File: config.mk
export PLATFORM = sky130hd
export DESIGN_NAME = port_cmd_ctrl
export DESIGN_NICKNAME = d
export VERILOG_FILES = /design/src/rtl/port_cmd_pkg.sv /design/src/rtl/port_cmd_regs.sv /design/src/rtl/port_cmd_timer.sv /design/src/rtl/port_cmd_fsm.sv /design/src/rtl/port_cmd_ctrl.sv
export SDC_FILE = /design/constraint.sdc
export NUM_CORES = 1
export LEC_CHECK = 0
export BUFFER_PORTS_ARGS = -buffer_cell sky130_fd_sc_hd__buf_4
export CELL_PAD_IN_SITES_DETAIL_PLACEMENT = 0
export CELL_PAD_IN_SITES_GLOBAL_PLACEMENT = 1
export CORE_MARGIN = 1
export CORE_UTILIZATION = 41
export CTS_BUF_LIST = sky130_fd_sc_hd__clkbuf_16
export DETAILED_ROUTE_END_ITERATION = 8
export PLACE_DENSITY_LB_ADDON = 0.1
export SETUP_SLACK_MARGIN = 0.15
export SLEW_MARGIN = 20
export SYNTH_ARGS = -nofsm -noshare
export SYNTH_HDL_FRONTEND = slang
export SYNTH_SLANG_ARGS = --single-unit
File: constraint.sdc
create_clock -name clk_i -period 1.5 [get_ports clk_i]
set_input_delay 0.075 -clock clk_i [delete_from_list [all_inputs] [get_ports clk_i]]
set_output_delay 0.075 -clock clk_i [all_outputs]
set_load 0.05 [all_outputs]
File: src/rtl/port_cmd_pkg.sv
package port_cmd_pkg;
  localparam int unsigned REG_W  = 8;
  localparam int unsigned ADDR_W = 2;

  localparam logic [ADDR_W-1:0] A_DIN  = 2'd0;
  localparam logic [ADDR_W-1:0] A_DOUT = 2'd1;
  localparam logic [ADDR_W-1:0] A_STAT = 2'd2;
  localparam logic [ADDR_W-1:0] A_CMD  = 2'd3;

  // status bits
  localparam int unsigned S_BUSY = 0;
  localparam int unsigned S_ERR  = 1;
  localparam int unsigned S_INRDY = 2;
  // command bits
  localparam int unsigned C_WR  = 0;
  localparam int unsigned C_RDY = 1;
  localparam int unsigned C_RD  = 2;

  typedef enum logic [2:0] {
    ST_IDLE, ST_DECODE, ST_WR, ST_RD, ST_CLR_RDY, ST_CLR_BUSY
  } state_e;
endpackage

File: src/rtl/port_cmd_regs.sv
module port_cmd_regs
  import port_cmd_pkg::*;
(
  input  logic              clk_i,
  input  logic              rst_ni,
  input  logic [ADDR_W-1:0] addr_i,
  input  logic              we_i,
  input  logic [REG_W-1:0]  wdata_i,
  output logic [REG_W-1:0]  rdata_o,
  output logic [REG_W-1:0]  data_out_o,
  output logic              busy_o,
  output logic              err_o,
  output logic              cmd_rdy_o,
  output logic              cmd_wr_o,
  output logic              cmd_rd_o,
  input  logic              set_busy_i,
  input  logic              clr_busy_i,
  input  logic              set_err_i,
  input  logic              clr_err_i,
  input  logic              clr_rdy_i,
  input  logic              cap_in_i,
  input  logic [REG_W-1:0]  in_byte_i
);
  logic [REG_W-1:0] data_in_q;
  logic             in_rdy_q;
  logic             host_we;

  assign host_we = we_i && !busy_o;

  always_ff @(posedge clk_i or negedge rst_ni) begin
    if (!rst_ni) begin
      data_out_o <= '0;
      data_in_q  <= '0;
      in_rdy_q   <= 1'b0;
      busy_o     <= 1'b0;
      err_o      <= 1'b0;
      cmd_rdy_o  <= 1'b0;
      cmd_wr_o   <= 1'b0;
      cmd_rd_o   <= 1'b0;
    end else begin
      if (host_we && addr_i == A_DOUT) data_out_o <= wdata_i;
      if (host_we && addr_i == A_CMD) begin
        cmd_wr_o  <= wdata_i[C_WR];
        cmd_rdy_o <= wdata_i[C_RDY];
        cmd_rd_o  <= wdata_i[C_RD];
      end else if (clr_rdy_i) begin
        cmd_rdy_o <= 1'b0;
      end
      if (set_busy_i) begin
        busy_o   <= 1'b1;
        in_rdy_q <= 1'b0;
      end else if (clr_busy_i) begin
        busy_o <= 1'b0;
      end
      if (set_err_i)      err_o <= 1'b1;
      else if (clr_err_i) err_o <= 1'b0;
      if (cap_in_i) begin
        data_in_q <= in_byte_i;
        in_rdy_q  <= 1'b1;
      end
    end
  end

  always_comb begin
    rdata_o = '0;
    unique case (addr_i)
      A_DIN:  rdata_o = data_in_q;
      A_DOUT: rdata_o = data_out_o;
      A_STAT: begin
        rdata_o[S_BUSY]  = busy_o;
        rdata_o[S_ERR]   = err_o;
        rdata_o[S_INRDY] = in_rdy_q;
      end
      A_CMD: begin
        rdata_o[C_WR]  = cmd_wr_o;
        rdata_o[C_RDY] = cmd_rdy_o;
        rdata_o[C_RD]  = cmd_rd_o;
      end
      default: rdata_o = '0;
    endcase
  end
endmodule

File: src/rtl/port_cmd_timer.sv
module port_cmd_timer #(
  parameter int unsigned LIMIT = 255,
  localparam int unsigned CNT_W = $clog2(LIMIT + 1)
) (
  input  logic clk_i,
  input  logic rst_ni,
  input  logic en_i,
  input  logic ack_i,
  output logic expire_o
);
  logic [CNT_W-1:0] cnt_q;

  // fires on the LIMIT-th enabled edge without an answer
  assign expire_o = en_i && !ack_i && (cnt_q == CNT_W'(LIMIT - 1));

  always_ff @(posedge clk_i or negedge rst_ni) begin
    if (!rst_ni)                cnt_q <= '0;
    else if (!en_i || ack_i)    cnt_q <= '0;
    else if (!expire_o)         cnt_q <= cnt_q + 1'b1;
  end
endmodule

File: src/rtl/port_cmd_fsm.sv
module port_cmd_fsm
  import port_cmd_pkg::*;
(
  input  logic clk_i,
  input  logic rst_ni,
  input  logic cmd_rdy_i,
  input  logic cmd_wr_i,
  input  logic cmd_rd_i,
  input  logic dev_ready_i,
  input  logic dev_in_valid_i,
  input  logic expire_i,
  output logic wait_o,
  output logic ack_o,
  output logic dev_valid_o,
  output logic rd_req_o,
  output logic set_busy_o,
  output logic clr_busy_o,
  output logic set_err_o,
  output logic clr_err_o,
  output logic clr_rdy_o,
  output logic cap_in_o
);
  state_e state_q, state_d;

  assign dev_valid_o = (state_q == ST_WR);
  assign rd_req_o    = (state_q == ST_RD);
  assign wait_o      = dev_valid_o || rd_req_o;
  assign ack_o       = (dev_valid_o && dev_ready_i) || (rd_req_o && dev_in_valid_i);

  always_comb begin
    state_d    = state_q;
    set_busy_o = 1'b0;
    clr_busy_o = 1'b0;
    set_err_o  = 1'b0;
    clr_err_o  = 1'b0;
    clr_rdy_o  = 1'b0;
    cap_in_o   = 1'b0;
    unique case (state_q)
      ST_IDLE: if (cmd_rdy_i) begin
        set_busy_o = 1'b1;
        state_d    = ST_DECODE;
      end
      ST_DECODE: begin
        if (cmd_wr_i)      state_d = ST_WR;
        else if (cmd_rd_i) state_d = ST_RD;
        else begin
          set_err_o = 1'b1;
          state_d   = ST_CLR_RDY;
        end
      end
      ST_WR, ST_RD: begin
        if (ack_o) begin
          clr_err_o = 1'b1;
          cap_in_o  = rd_req_o;
          state_d   = ST_CLR_RDY;
        end else if (expire_i) begin
          set_err_o = 1'b1;
          state_d   = ST_CLR_RDY;
        end
      end
      ST_CLR_RDY: begin
        clr_rdy_o = 1'b1;
        state_d   = ST_CLR_BUSY;
      end
      ST_CLR_BUSY: begin
        clr_busy_o = 1'b1;
        state_d    = ST_IDLE;
      end
      default: state_d = ST_IDLE;
    endcase
  end

  always_ff @(posedge clk_i or negedge rst_ni) begin
    if (!rst_ni) state_q <= ST_IDLE;
    else         state_q <= state_d;
  end
endmodule

File: src/rtl/port_cmd_ctrl.sv
module port_cmd_ctrl
  import port_cmd_pkg::*;
#(
  parameter int unsigned TIMEOUT = 255
) (
  input  logic              clk_i,
  input  logic              rst_ni,
  input  logic [ADDR_W-1:0] addr_i,
  input  logic              we_i,
  input  logic [REG_W-1:0]  wdata_i,
  output logic [REG_W-1:0]  rdata_o,
  output logic [REG_W-1:0]  dev_data_o,
  output logic              dev_valid_o,
  input  logic              dev_ready_i,
  output logic              rd_req_o,
  input  logic [REG_W-1:0]  dev_in_data_i,
  input  logic              dev_in_valid_i
);
  logic busy, err, cmd_rdy, cmd_wr, cmd_rd;
  logic set_busy, clr_busy, set_err, clr_err, clr_rdy, cap_in;
  logic wait_act, ack, expire;
  logic [REG_W-1:0] data_out;

  assign dev_data_o = data_out;

  port_cmd_regs i_regs (
    .clk_i, .rst_ni, .addr_i, .we_i, .wdata_i, .rdata_o,
    .data_out_o(data_out), .busy_o(busy), .err_o(err),
    .cmd_rdy_o(cmd_rdy), .cmd_wr_o(cmd_wr), .cmd_rd_o(cmd_rd),
    .set_busy_i(set_busy), .clr_busy_i(clr_busy),
    .set_err_i(set_err), .clr_err_i(clr_err), .clr_rdy_i(clr_rdy),
    .cap_in_i(cap_in), .in_byte_i(dev_in_data_i)
  );

  port_cmd_fsm i_fsm (
    .clk_i, .rst_ni,
    .cmd_rdy_i(cmd_rdy), .cmd_wr_i(cmd_wr), .cmd_rd_i(cmd_rd),
    .dev_ready_i, .dev_in_valid_i, .expire_i(expire),
    .wait_o(wait_act), .ack_o(ack), .dev_valid_o, .rd_req_o,
    .set_busy_o(set_busy), .clr_busy_o(clr_busy),
    .set_err_o(set_err), .clr_err_o(clr_err),
    .clr_rdy_o(clr_rdy), .cap_in_o(cap_in)
  );

  port_cmd_timer #(.LIMIT(TIMEOUT)) i_timer (
    .clk_i, .rst_ni, .en_i(wait_act), .ack_i(ack), .expire_o(expire)
  );
endmodule

# --- Yosys cells after proc, flatten, opt, wreduce, memory -nomap -nowiden ---
# Index checks and enable logic that the tools add are counted.
classes:
  n_mux: 31
  n_addsub: 1
  reduce_logical: 21
  eq_ne: 12
ops:
  columns: ["op", "n"]
  rows:
  - ["one-hot mux 3 bit (4 select lines)", 2]
  - ["2-to-1 mux 1 bit", 20]
  - ["2-to-1 mux 8 bit", 2]
  - ["2-to-1 mux 3 bit", 5]
  - ["one-hot mux 5 bit (2 select lines)", 1]
  - ["adder 8 x 1 -> 8 bit, second input constant", 1]
  - ["equality test 8 bit, second input constant", 1]
  - ["nonzero test 2 bit", 4]
  - ["logical AND 1 bit", 7]
  - ["equality test 3 x 2 -> 1 bit, second input constant", 2]
  - ["equality test 3 bit, second input constant", 2]
  - ["equality test 2 bit, second input constant", 2]
  - ["equality test 3 x 1 -> 1 bit, second input constant", 1]
  - ["logical NOT 1 bit", 3]
  - ["logical NOT 3 bit", 1]
  - ["logical OR 1 bit", 3]
  - ["inequality test 3 x 2 -> 1 bit, second input constant", 1]
  - ["equality test 2 x 1 -> 1 bit, second input constant", 1]
  - ["logical NOT 2 bit", 1]
  - ["inequality test 2 x 1 -> 1 bit, second input constant", 1]
  - ["inequality test 2 bit, second input constant", 1]
  - ["one-hot mux 1 bit (2 select lines)", 1]
  - ["AND reduction 2 bit", 1]
  - ["OR reduction 2 bit", 1]
word_totals:
  in_bits: 23
  elab_cells: 75
  regBits: 33
  out_inout_bits: 18

# --- Logic depth before layout (Yosys ltp) ---
# Gate-level depths: netlist of run 1.
depth:
  ltp_word: 10
  ltp_mapped: 6
  ltp_nobuf: 5

# --- Hierarchy ---
# From an unflattened synthesis of run 1, not the netlist that was laid out.
hier_totals:
  hier_cells: 144
  area_unflattened_um2: 1759.2
modules_own_cells:
  columns: ["mod", "area_each_um2", "cells_each", "seq_area_each_um2", "instances"]
  rows:
  - ["port_cmd_regs", 1039.7, 67, 550.5, 1]
  - ["port_cmd_timer", 470.5, 48, 200.2, 1]
  - ["port_cmd_fsm", 249.0, 29, 75.1, 1]

# --- Worst setup path before layout of run 1 ---
# OpenSTA, ideal clock, no wires.
synth_path:
  path_kind: "flip-flop to output port"
  from: "register i_regs.data_out_o[3]"
  to: "output rdata_o[3]"
  n_path_buf: 0
  path_slack_ns: 0.002
  arrival_time_ns: 1.423
  required_ns: 1.425
  path_stages_with_launch: 3
  path_cell_list: "dfrtp_1 > mux2i_1 > nor2_1"
synth_between:
  elab_chain_cells: 1
synth_rtl:
  columns: ["element", "line", "source"]
  rows:
  - ["start: declaration", "port_cmd_regs.sv:10", "output logic [REG_W-1:0] data_out_o,"]
  - ["start signal: assignment", "port_cmd_regs.sv:41", "if (host_we && addr_i == A_DOUT) data_out_o <= wdata_i;"]
  - ["one-hot mux 5 bit (2 select lines)", "port_cmd_regs.sv:66", "unique case (addr_i)"]
  - ["end: declaration", "port_cmd_ctrl.sv:11", "output logic [REG_W-1:0] rdata_o,"]
# Every way passes these cells.

# --- Worst setup path after layout of run 1 ---
layout_path:
  from: "register i_regs.busy_o"
  to: "output rdata_o[0]"
layout_between:
  elab_chain_cells: 1
layout_rtl:
  columns: ["element", "line", "source"]
  rows:
  - ["start: declaration", "port_cmd_regs.sv:11", "output logic busy_o,"]
  - ["start signal: assignment", "port_cmd_regs.sv:35", "busy_o <= 1'b0;"]
  - ["start signal: assignment", "port_cmd_regs.sv:50", "busy_o <= 1'b1;"]
  - ["start signal: assignment", "port_cmd_regs.sv:53", "busy_o <= 1'b0;"]
  - ["one-hot mux 3 bit (4 select lines)", "port_cmd_regs.sv:66", null]
# Every way passes these cells.

==> results of run 1 <==
-- cell usage after synthesis (2+ instances only) --
master / n / area (sq um)
dfrtp_1: 33 / 825.8
and3_1: 3 / 18.77
nor2_1: 10 / 37.54
mux2i_1: 8 / 80.08
mux2_2: 18 / 202.7
buf_2: 4 / 20.02
nand3_1: 6 / 30.03
inv_1: 5 / 18.77
or3b_2: 2 / 17.52
o21ai_0: 4 / 20.02
mux4_2: 3 / 67.56
a31oi_1: 3 / 18.77
ha_1: 2 / 25.02
a21oi_1: 7 / 35.03
and2_2: 2 / 15.01
nor3_1: 3 / 15.01
nand2_1: 6 / 22.52
o21bai_1: 2 / 15.01
-- cells by family (layout without fill, tap and decap cells) --
group	Yosys count	after routing	synth area share (%)
AND/OR/NAND/NOR	43	43	15.05
flip-flops	33	33	48.93
multiplexers	29	29	20.76
AO/OA/AOI/OAI	26	26	10.38
buffers and inverters	11	77	3.410
adder cells (fa/ha/maj)	2	2	1.482
-- state kept, by name (all words and copies together) (netlist names), 3 cells and up --
signal / cells
i_regs.data_in_q: 8
i_regs.data_out_o: 8
i_timer.cnt_q: 8
i_fsm.state_q: 3
-- what timing repair did --
item,CTS,global route
pin swaps,1,4
gates resized for setup,24,25
hold endpoints to repair,33,0
hold buffers,1,0
setup endpoints to repair,29,30
buffers inserted,8,7
-- worst paths after layout --
check | start | to | cells past startpoint
setup / recovery | i_regs.busy_o | rdata_o[0] | 2
hold / removal | wdata_i[5] | i_regs.data_out_o[5] | 2
setup reg to reg | i_regs.busy_o | i_regs.data_out_o[4] | 3
hold reg to reg | i_regs.data_in_q[5] | i_regs.data_in_q[5] | 1
max in group asynchronous | rst_ni | i_regs.cmd_wr_o | 2
min in group asynchronous | rst_ni | i_fsm.state_q[0] | 2
-- layer usage --
metal	GRT usage [%]	share of wire, %
met5	0	0
met4	5.851	0.82
met3	4.310	3.6
met2	34.18	51
met1	27.85	44
-- through the flow --
step / cells / cell area, sq um / total power [mW]
finish: 258 / 2530 / 4.829
global route: 258 / 2530 / 5.055
CTS: 251 / 2381 / 4.721
detailed placement: 235 / 2096 / 3.491
global placement: 235 / 2096 / 3.427
floorplan: 144 / 1700 / 2.840
-- report_power, final --
group,internal (mW),total [mW],switching [mW],leakage [nW]
Sequential,1.22,1.48,0.257,0.414
Clock,0.592,0.924,0.332,0.0685
Combinational,1.11,2.43,1.32,0.673
Total,2.92,4.83,1.91,1.16
-- cell type report --
cell class	instances	share of cell area, %
inverters	5	0.7418
clock buffers	5	4.946
clock inverters	2	0.2967
flip-flops and latches	33	32.84
multi-input cells	100	37.93
repair buffers	65	20.87
well taps	48	2.374
==> impl_metrics.tcl, run 1 <==
set metrics [dict create \
    cp.buffers_inverters 1 \
    drv_cap 0 \
    gr-total-overflow 0 \
    synth-edff-count 0 \
    min_period_ps 1407 \
    vdd.ir_drop.worst_mv 1.508 \
    cpMaxStageDelayCell "mux4_2" \
    cts-root-buf "clkbuf_16" \
    dp_hpwl_um 2979 \
    synth-main-ff-cell "dfrtp_1" \
    maxSlewHeadroom_pct 71.58 \
    dp_slack_ps 90.69 \
    postSynthCellCount 144 \
    yosysWarnings 0 \
    power_density_mw_per_mm2 1909 \
    path_cells "mux4_2, buf_6" \
    ys_seq_area_share_pct 48.93 \
    clock.fmax_ghz 0.7106 \
    vias 1449 \
    final_core_util_pct 66.60 \
    reg2reg_slack_ps 100 \
    dieArea_sq_mm 0.004377 \
    multi_input_area_sq_um 959.7 \
    grt_pass1_vias 1431 \
    clk_latency_ps 270 \
    cts.sinks 33 \
    slew_violations 0 \
    period_share_pct 93.81 \
    setup_ws_ps 92.78 \
    gp_congestion 0.8138 \
    wl_per_cell_um 16.99 \
    async_flop_share_pct 100.0 \
    synth_area_sq_mm 0.001688 \
    seq_area_sq_um 830.8 \
    fp.coreArea_sq_mm 0.003799 \
    crit_arrival_ps 1330 \
    grt_max_degree 34 \
    syn_to_final_growth_pct 49.89 \
    layout_common_cells "56 x buf_4, 29 x dfrtp_1, 10 x mux2_4" \
    skew_ps 7.872 \
    critPathKind "reg -> out" \
    ioPinCount 41 \
    hold_viol 0 \
    fillCellCount 275 \
    cp.required_ps 1420 \
    crit_fanout 3 \
    drc 0 \
    run_status "completed" \
    ant_nets 0 \
    first_iter_violations 101 \
    startpoint_type "flip-flop" \
    start_util_pct 44.43 \
    endpoint_kind "output port" \
    die_w_um 66.16 \
    setup_viol 0 \
    htree_num_levels 2 \
    die_h_um 66.16 \
    cp_top_family "multiplexers" \
    nets 235 \
    final_common_cell "buf_4" \
    path_clk_slew_ps 50 \
    antenna_found_initial 0 \
    clockBufferDepth 2 \
    avgSynthCellArea_sq_um 11.72 \
    tightest_slew_ps 426.4 \
    synth_seq_cells 33 \
    leakage_nw 1.155 \
    portBuffers 40 \
    syn-num-nets 169 \
    fp-row-count 22 \
    vias_per_cell 5.616 \
    cts_tree "yes" \
    finalWirelength_um 4384 \
    gr-usage-all-layers_pct 20.87 \
    grt_pass1_wl_um 6789 \
    dr.pass1.iters 5 \
    finalHoldWorstSlack_ps 43.52 \
    rsz0062_at_grt "yes" \
    numCtsBuffers 5 \
    layout-drive-gt1-share_pct 59.52 \
    max_stage_delay_ps 480 \
    min_path_type "in -> reg" \
    synth_cell_types 41 \
    fin_tns_setup_ps 0 \
    diodes 0 \
]
Power figures use the tool's default switching activity.
==> run 2, diff against run 1 <==
--- a/config.mk
+++ b/config.mk
@@ -8,13 +8,12 @@
 export BUFFER_PORTS_ARGS = -buffer_cell sky130_fd_sc_hd__buf_4
 export CELL_PAD_IN_SITES_DETAIL_PLACEMENT = 0
 export CELL_PAD_IN_SITES_GLOBAL_PLACEMENT = 1
-export CORE_MARGIN = 1
+export CORE_MARGIN = 4
 export CORE_UTILIZATION = 41
 export CTS_BUF_LIST = sky130_fd_sc_hd__clkbuf_16
 export DETAILED_ROUTE_END_ITERATION = 8
 export PLACE_DENSITY_LB_ADDON = 0.1
 export SETUP_SLACK_MARGIN = 0.15
-export SLEW_MARGIN = 20
 export SYNTH_ARGS = -nofsm -noshare
 export SYNTH_HDL_FRONTEND = slang
 export SYNTH_SLANG_ARGS = --single-unit
==> run 2 against run 1 <==
  * The run now ends with negative setup slack left
  * Largest cell class unchanged
  * Final cell count up 0.78%
  * Critical path type unchanged
  * Critical endpoint unchanged
  * Sequential cell count is the same
  * Cell area rose by 0.25%
==> impl_metrics.tcl, run 2 (synthesized netlist as in run 1, its figures left out) <==
set metrics [dict create \
    gr-usage-all-layers_pct 17.15 \
    fp.coreArea_sq_mm 0.004000 \
    nets 234 \
    layout_common_cells "53 x buf_4, 29 x dfrtp_1, 15 x mux2_2" \
    wl_per_cell_um 16.83 \
    drv_cap 0 \
    dpl_cell_area_sq_mm 0.002085 \
    grt_pass1_wl_um 6817 \
    skew_ps 2.730 \
    vias 1436 \
    path_clk_slew_ps 50 \
    min_to "i_regs.data_in_q[6]" \
    crit_fanout 2 \
    grt_max_degree 34 \
    hold_viol 0 \
    first_iter_violations 46 \
    clockBufferDepth 2 \
    antenna_found_initial 0 \
    gp_congestion 0.8163 \
    cts_tree "yes" \
    slew_violations 0 \
    startpoint_type "flip-flop" \
    finalInstanceArea_sq_mm 0.002536 \
    die_w_um 72.16 \
    r2r-end "i_regs.data_out_o[0]" \
    start_util_pct 42.20 \
    violations "negative setup slack" \
    rsz0062_at_grt "yes" \
    htree_num_levels 2 \
    cp.required_ps 1420 \
    cts.sinks 33 \
    period_share_pct 101.1 \
    layout-drive-gt1-share_pct 58.10 \
    crit_arrival_ps 1440 \
    min_period_ps 1516 \
    r2r_cells 4 \
    fillCellCount 312 \
    dp_hpwl_um 2896 \
    leakage_nw 1.142 \
    vias_per_cell 5.523 \
    min_path_type "in -> reg" \
    clock.fmax_ghz 0.6597 \
    die_h_um 72.16 \
    clk_latency_ps 280 \
    run_status "finished with violations" \
    min_path_cells 2 \
    numCtsBuffers 5 \
    top_regs "i_regs.data_in_q (8), i_regs.data_out_o (8), i_timer.cnt_q (8)" \
    fp-row-count 23 \
    finalWirelength_um 4375 \
    grt_pass1_vias 1400 \
    tightest_slew_ps 412.7 \
    drc 0 \
    ant_nets 0 \
    power_density_mw_per_mm2 1966 \
    critPathKind "reg -> out" \
    hold_start "dev_in_data_i[6]" \
    finalHoldWorstSlack_ps 30.32 \
    gr-total-overflow 0 \
    dieArea_sq_mm 0.005207 \
    reg2reg_slack_ps 0 \
    cpMaxStageDelayCell "mux4_2" \
    cts-root-buf "clkbuf_16" \
    path_cells "buf_6, mux4_2, buf_8" \
    syn_to_final_growth_pct 50.26 \
    ioPinCount 41 \
    setup_viol 1 \
    vdd.ir_drop.worst_mv 0.8875 \
    diodes 0 \
    endpoint_kind "output port" \
    maxSlewHeadroom_pct 72.49 \
    setup_ws_ps -15.89 \
    portBuffers 40 \
    final_common_cell "buf_4" \
    timing.rr.start "i_regs.busy_o" \
    max_stage_delay_ps 470 \
    fin_tns_setup_ps -15.89 \
    dr.pass1.iters 5 \
]
==> run 2: layout make-up <==
cell class	count	area, sq um	area share (%)
Tap cell	50	62.56	2.467
Timing Repair Buffer	64	539.3	21.26
Clock inverter	3	37.54	1.480
Inverter	5	18.77	0.7400
Multi-Input combinational cell	100	922.1	36.36
Sequential cell	33	830.8	32.76
Clock buffer	5	125.1	4.933
==> run 2: worst max-delay path: cells and delay by family, from the launching register on <==
family,cells,cell delay (ps)
multiplexers,1,470
buffers and inverters,2,300
flip-flops,1,400
==> run 2: per-stage QoR <==
| stage | util (%) | total power [mW] | setup WS, ps | std cells |
|---|---|---|---|---|
| after floorplan | - | 2.840 | 153.7 | 144 |
| after global placement | 52.11 | 3.408 | 136.6 | 236 |
| after detailed placement | 52.11 | 3.462 | 71.05 | 236 |
| after CTS | 60.06 | 4.852 | 3.602 | 254 |
| after global routing | 63.40 | 5.253 | -64.66 | 260 |
| final | 63.40 | 4.987 | -15.89 | 260 |
==> run 2: report_power, final <==
| group | switching (mW) | leakage, nW | total (mW) | internal (mW) |
|---|---|---|---|---|
| clock network | 0.359 | 0.0826 | 1.13 | 0.770 |
| logic | 1.31 | 0.647 | 2.41 | 1.10 |
| registers | 0.240 | 0.413 | 1.45 | 1.21 |
| total | 1.91 | 1.14 | 4.99 | 3.08 |
==> run 2: metal layers <==
metal  vias to the layer above  GRT usage, %  share of wire [%]
met3                         7         5.263                6.3
met2                        52         30.64                 51
li1                        669             -                  -
met5                         -             0                  0
met4                         0         4.384                1.3
met1                       708         19.88                 41
==> run 2: what timing repair did <==
| item | in CTS | in global routing |
|---|---|---|
| endpoints found under the hold margin | 33 | 0 |
| gates resized for setup | 20 | 26 |
| setup endpoints to repair | 27 | 29 |
| pin swaps | 1 | 8 |
| buffers inserted | 9 | 6 |
| hold buffers | 1 | 0 |
==> run 2: worst max path at each step <==
stage	from	to	slack, ps	depth (start not counted)
floorplan	i_timer.cnt_q[0]	i_timer.cnt_q[6]	150	6
global placement	i_regs.busy_o	i_regs.data_out_o[4]	140	3
detailed placement	i_regs.busy_o	i_regs.data_out_o[6]	70	3
CTS	i_regs.busy_o	rdata_o[0]	4	3
global route	i_regs.busy_o	i_regs.data_out_o[0]	-60	4
finish	i_regs.busy_o	rdata_o[0]	-20	3
==> run 3, diff against run 2 <==
--- a/config.mk
+++ b/config.mk
@@ -9,7 +9,7 @@
 export CELL_PAD_IN_SITES_DETAIL_PLACEMENT = 0
 export CELL_PAD_IN_SITES_GLOBAL_PLACEMENT = 1
 export CORE_MARGIN = 4
-export CORE_UTILIZATION = 41
+export CORE_UTILIZATION = 39
 export CTS_BUF_LIST = sky130_fd_sc_hd__clkbuf_16
 export DETAILED_ROUTE_END_ITERATION = 8
 export PLACE_DENSITY_LB_ADDON = 0.1
==> run 3 against run 2 <==
  * The flow now finishes without violations
  * Clock power fell by 18%
  * Via count fell by 3.4%
  * Final cell count fell by 1.5%
  * Utilization fell by 3.1 points
  * Worst setup slack improved by 64 ps
  * Global-route usage rose by 0.29 points
  * Fmax rose by 4.4%
  * Clock skew rose by 1.1 ps
  * Sequential power barely moved
  * Total power fell by 5.1%
  * Worst hold slack improved by 3.8 ps
  * Critical path type unchanged
  * Largest cell class unchanged
==> impl_metrics.tcl, run 3 (synthesized netlist as in run 1, its figures left out) <==
set metrics [dict create \
    p_sw_mw 1.881 \
    min_path_type "in -> reg" \
    multi_input_area_sq_um 932.1 \
    antenna_found_initial 0 \
    startpoint_type "flip-flop" \
    path_clk_slew_ps 50 \
    internal_power_mw 2.853 \
    cp.required_ps 1420 \
    cts_tree "yes" \
    r2r-end "i_regs.data_out_o[2]" \
    first_iter_violations 90 \
    min_path_cells 2 \
    fin_tns_setup_ps 0 \
    fillCellCount 365 \
    power_density_mw_per_mm2 1921 \
    layout-drive-gt1-share_pct 59.22 \
    setup_viol 0 \
    seq_area_sq_um 833.3 \
    r2r_cells 3 \
    grt_pass1_vias 1495 \
    gp_congestion 0.7568 \
    endpoint_kind "output port" \
    crit_arrival_ps 1380 \
    leakage_nw 1.095 \
    hold_viol 0 \
    nets 232 \
    critPathKind "reg -> out" \
    drc 0 \
    vias 1387 \
    die_w_um 73.79 \
    cts.sinks 33 \
    slew_violations 0 \
    die_h_um 73.79 \
    skew_ps 3.836 \
    top_regs "i_regs.data_in_q (8), i_regs.data_out_o (8), i_timer.cnt_q (8)" \
    period_share_pct 96.78 \
    ioPinCount 41 \
    setup_ws_ps 48.27 \
    clock.fmax_ghz 0.6888 \
    final_core_util_pct 60.29 \
    layout_common_cells "56 x buf_4, 27 x dfrtp_1, 11 x mux2_2" \
    reg2reg_slack_ps 90 \
    drv_cap 0 \
    wl_per_cell_um 17.07 \
    run_status "completed" \
    portBuffers 40 \
    ant_nets 0 \
    syn_to_final_growth_pct 45.96 \
    vdd.ir_drop.worst_mv 1.174 \
    fp-row-count 23 \
    numCtsBuffers 5 \
    crit_fanout 4 \
    min_period_ps 1452 \
    dieArea_sq_mm 0.005444 \
    sw_frac_of_total_pct 39.73 \
    p_comb_share_pct 49.1 \
    grt_max_degree 34 \
    hold_start "dev_in_data_i[5]" \
    final_common_cell "buf_4" \
    cts-root-buf "clkbuf_16" \
    gr-total-overflow 0 \
    min_to "i_regs.data_in_q[5]" \
    timing.rr.start "i_regs.busy_o" \
    rsz0062_at_grt "yes" \
    gr-usage-all-layers_pct 17.44 \
    grt_pass1_wl_um 7245 \
    htree_num_levels 2 \
    maxSlewHeadroom_pct 71.54 \
    clockPowerShare_pct 19.5 \
    dp_hpwl_um 2944 \
    tightest_slew_ps 426.8 \
    fp.coreArea_sq_mm 0.004086 \
    clk_latency_ps 270 \
    dp_slack_ps 33.90 \
    finalWirelength_um 4369 \
    diodes 0 \
    p_seq_share_pct 31.3 \
    clockBufferDepth 2 \
    start_util_pct 41.30 \
    vias_per_cell 5.418 \
    dr.pass1.iters 4 \
]
-- run 3: cell count changes in the layout (fill, tap and decap cells not counted), sizes merged --
cell,previous run,this run
buf,63,61
inv,6,5
bufinv,1,0
-- run 3: layer usage --
metal | up-vias | part of all wire, % | track usage [%]
met5 | - | 0 | 0
met4 | 0 | 1.9 | 6.439
met3 | 7 | 6.0 | 5.882
met2 | 43 | 48 | 27.26
met1 | 680 | 44 | 22.31
li1 | 657 | - | -
-- run 3: power by group through the flow --
stage               clock network (mW)  registers (mW)  logic [mW]
finish                           0.925            1.48        2.33
global route                     0.988            1.52        2.46
CTS                              0.945            1.49        2.19
detailed placement                   0            1.53        1.92
global placement                     0            1.51        1.90
floorplan                            0            1.81        1.03
-- run 3: timing repair --
item	in CTS	in global routing
hold endpoints to repair	33	0
endpoints found under the setup margin	31	24
resized for setup	19	19
setup buffers	8	8
hold buffers	1	0
pin swaps	3	7
-- run 3: layout make-up --
| class | instances | share of cell area, % |
|---|---|---|
| clock inverters | 1 | 0.2031 |
| multi-input cells | 100 | 37.84 |
| repair buffers | 62 | 19.76 |
| inverters | 5 | 0.7618 |
| flip-flops and latches | 33 | 33.82 |
| clock buffers | 5 | 5.079 |
| well taps | 50 | 2.539 |
-- run 3: how the worst max path moves through the flow --
stage                           startpoint                to  slack [ps]  cells after the start
after floorplan           i_timer.cnt_q[0]  i_timer.cnt_q[6]         150                      6
after global routing         i_regs.busy_o        rdata_o[0]          20                      2
after detailed placement  i_timer.cnt_q[0]  i_timer.cnt_q[5]          30                      5
final                        i_regs.busy_o        rdata_o[0]          50                      2
after global placement    i_timer.cnt_q[0]  i_timer.cnt_q[7]         110                      5
after CTS                    i_regs.busy_o        rdata_o[0]          90                      2
-- run 3: critical path, cell delays in order, from the launching register on --
cell	delay, ps
dfrtp_1	420
mux4_2	510
buf_6	180
-- run 3: through the flow --
stage / hold WS [ps] / power [mW] / instance area, sq um / cells
after global placement: 45.53 / 3.402 / 2062 / 233
after detailed placement: 48.05 / 3.448 / 2062 / 233
after global routing: 27.98 / 4.978 / 2464 / 256
final: 34.09 / 4.734 / 2464 / 256
after CTS: 28.61 / 4.626 / 2322 / 248
after floorplan: -220.6 / 2.840 / 1700 / 144
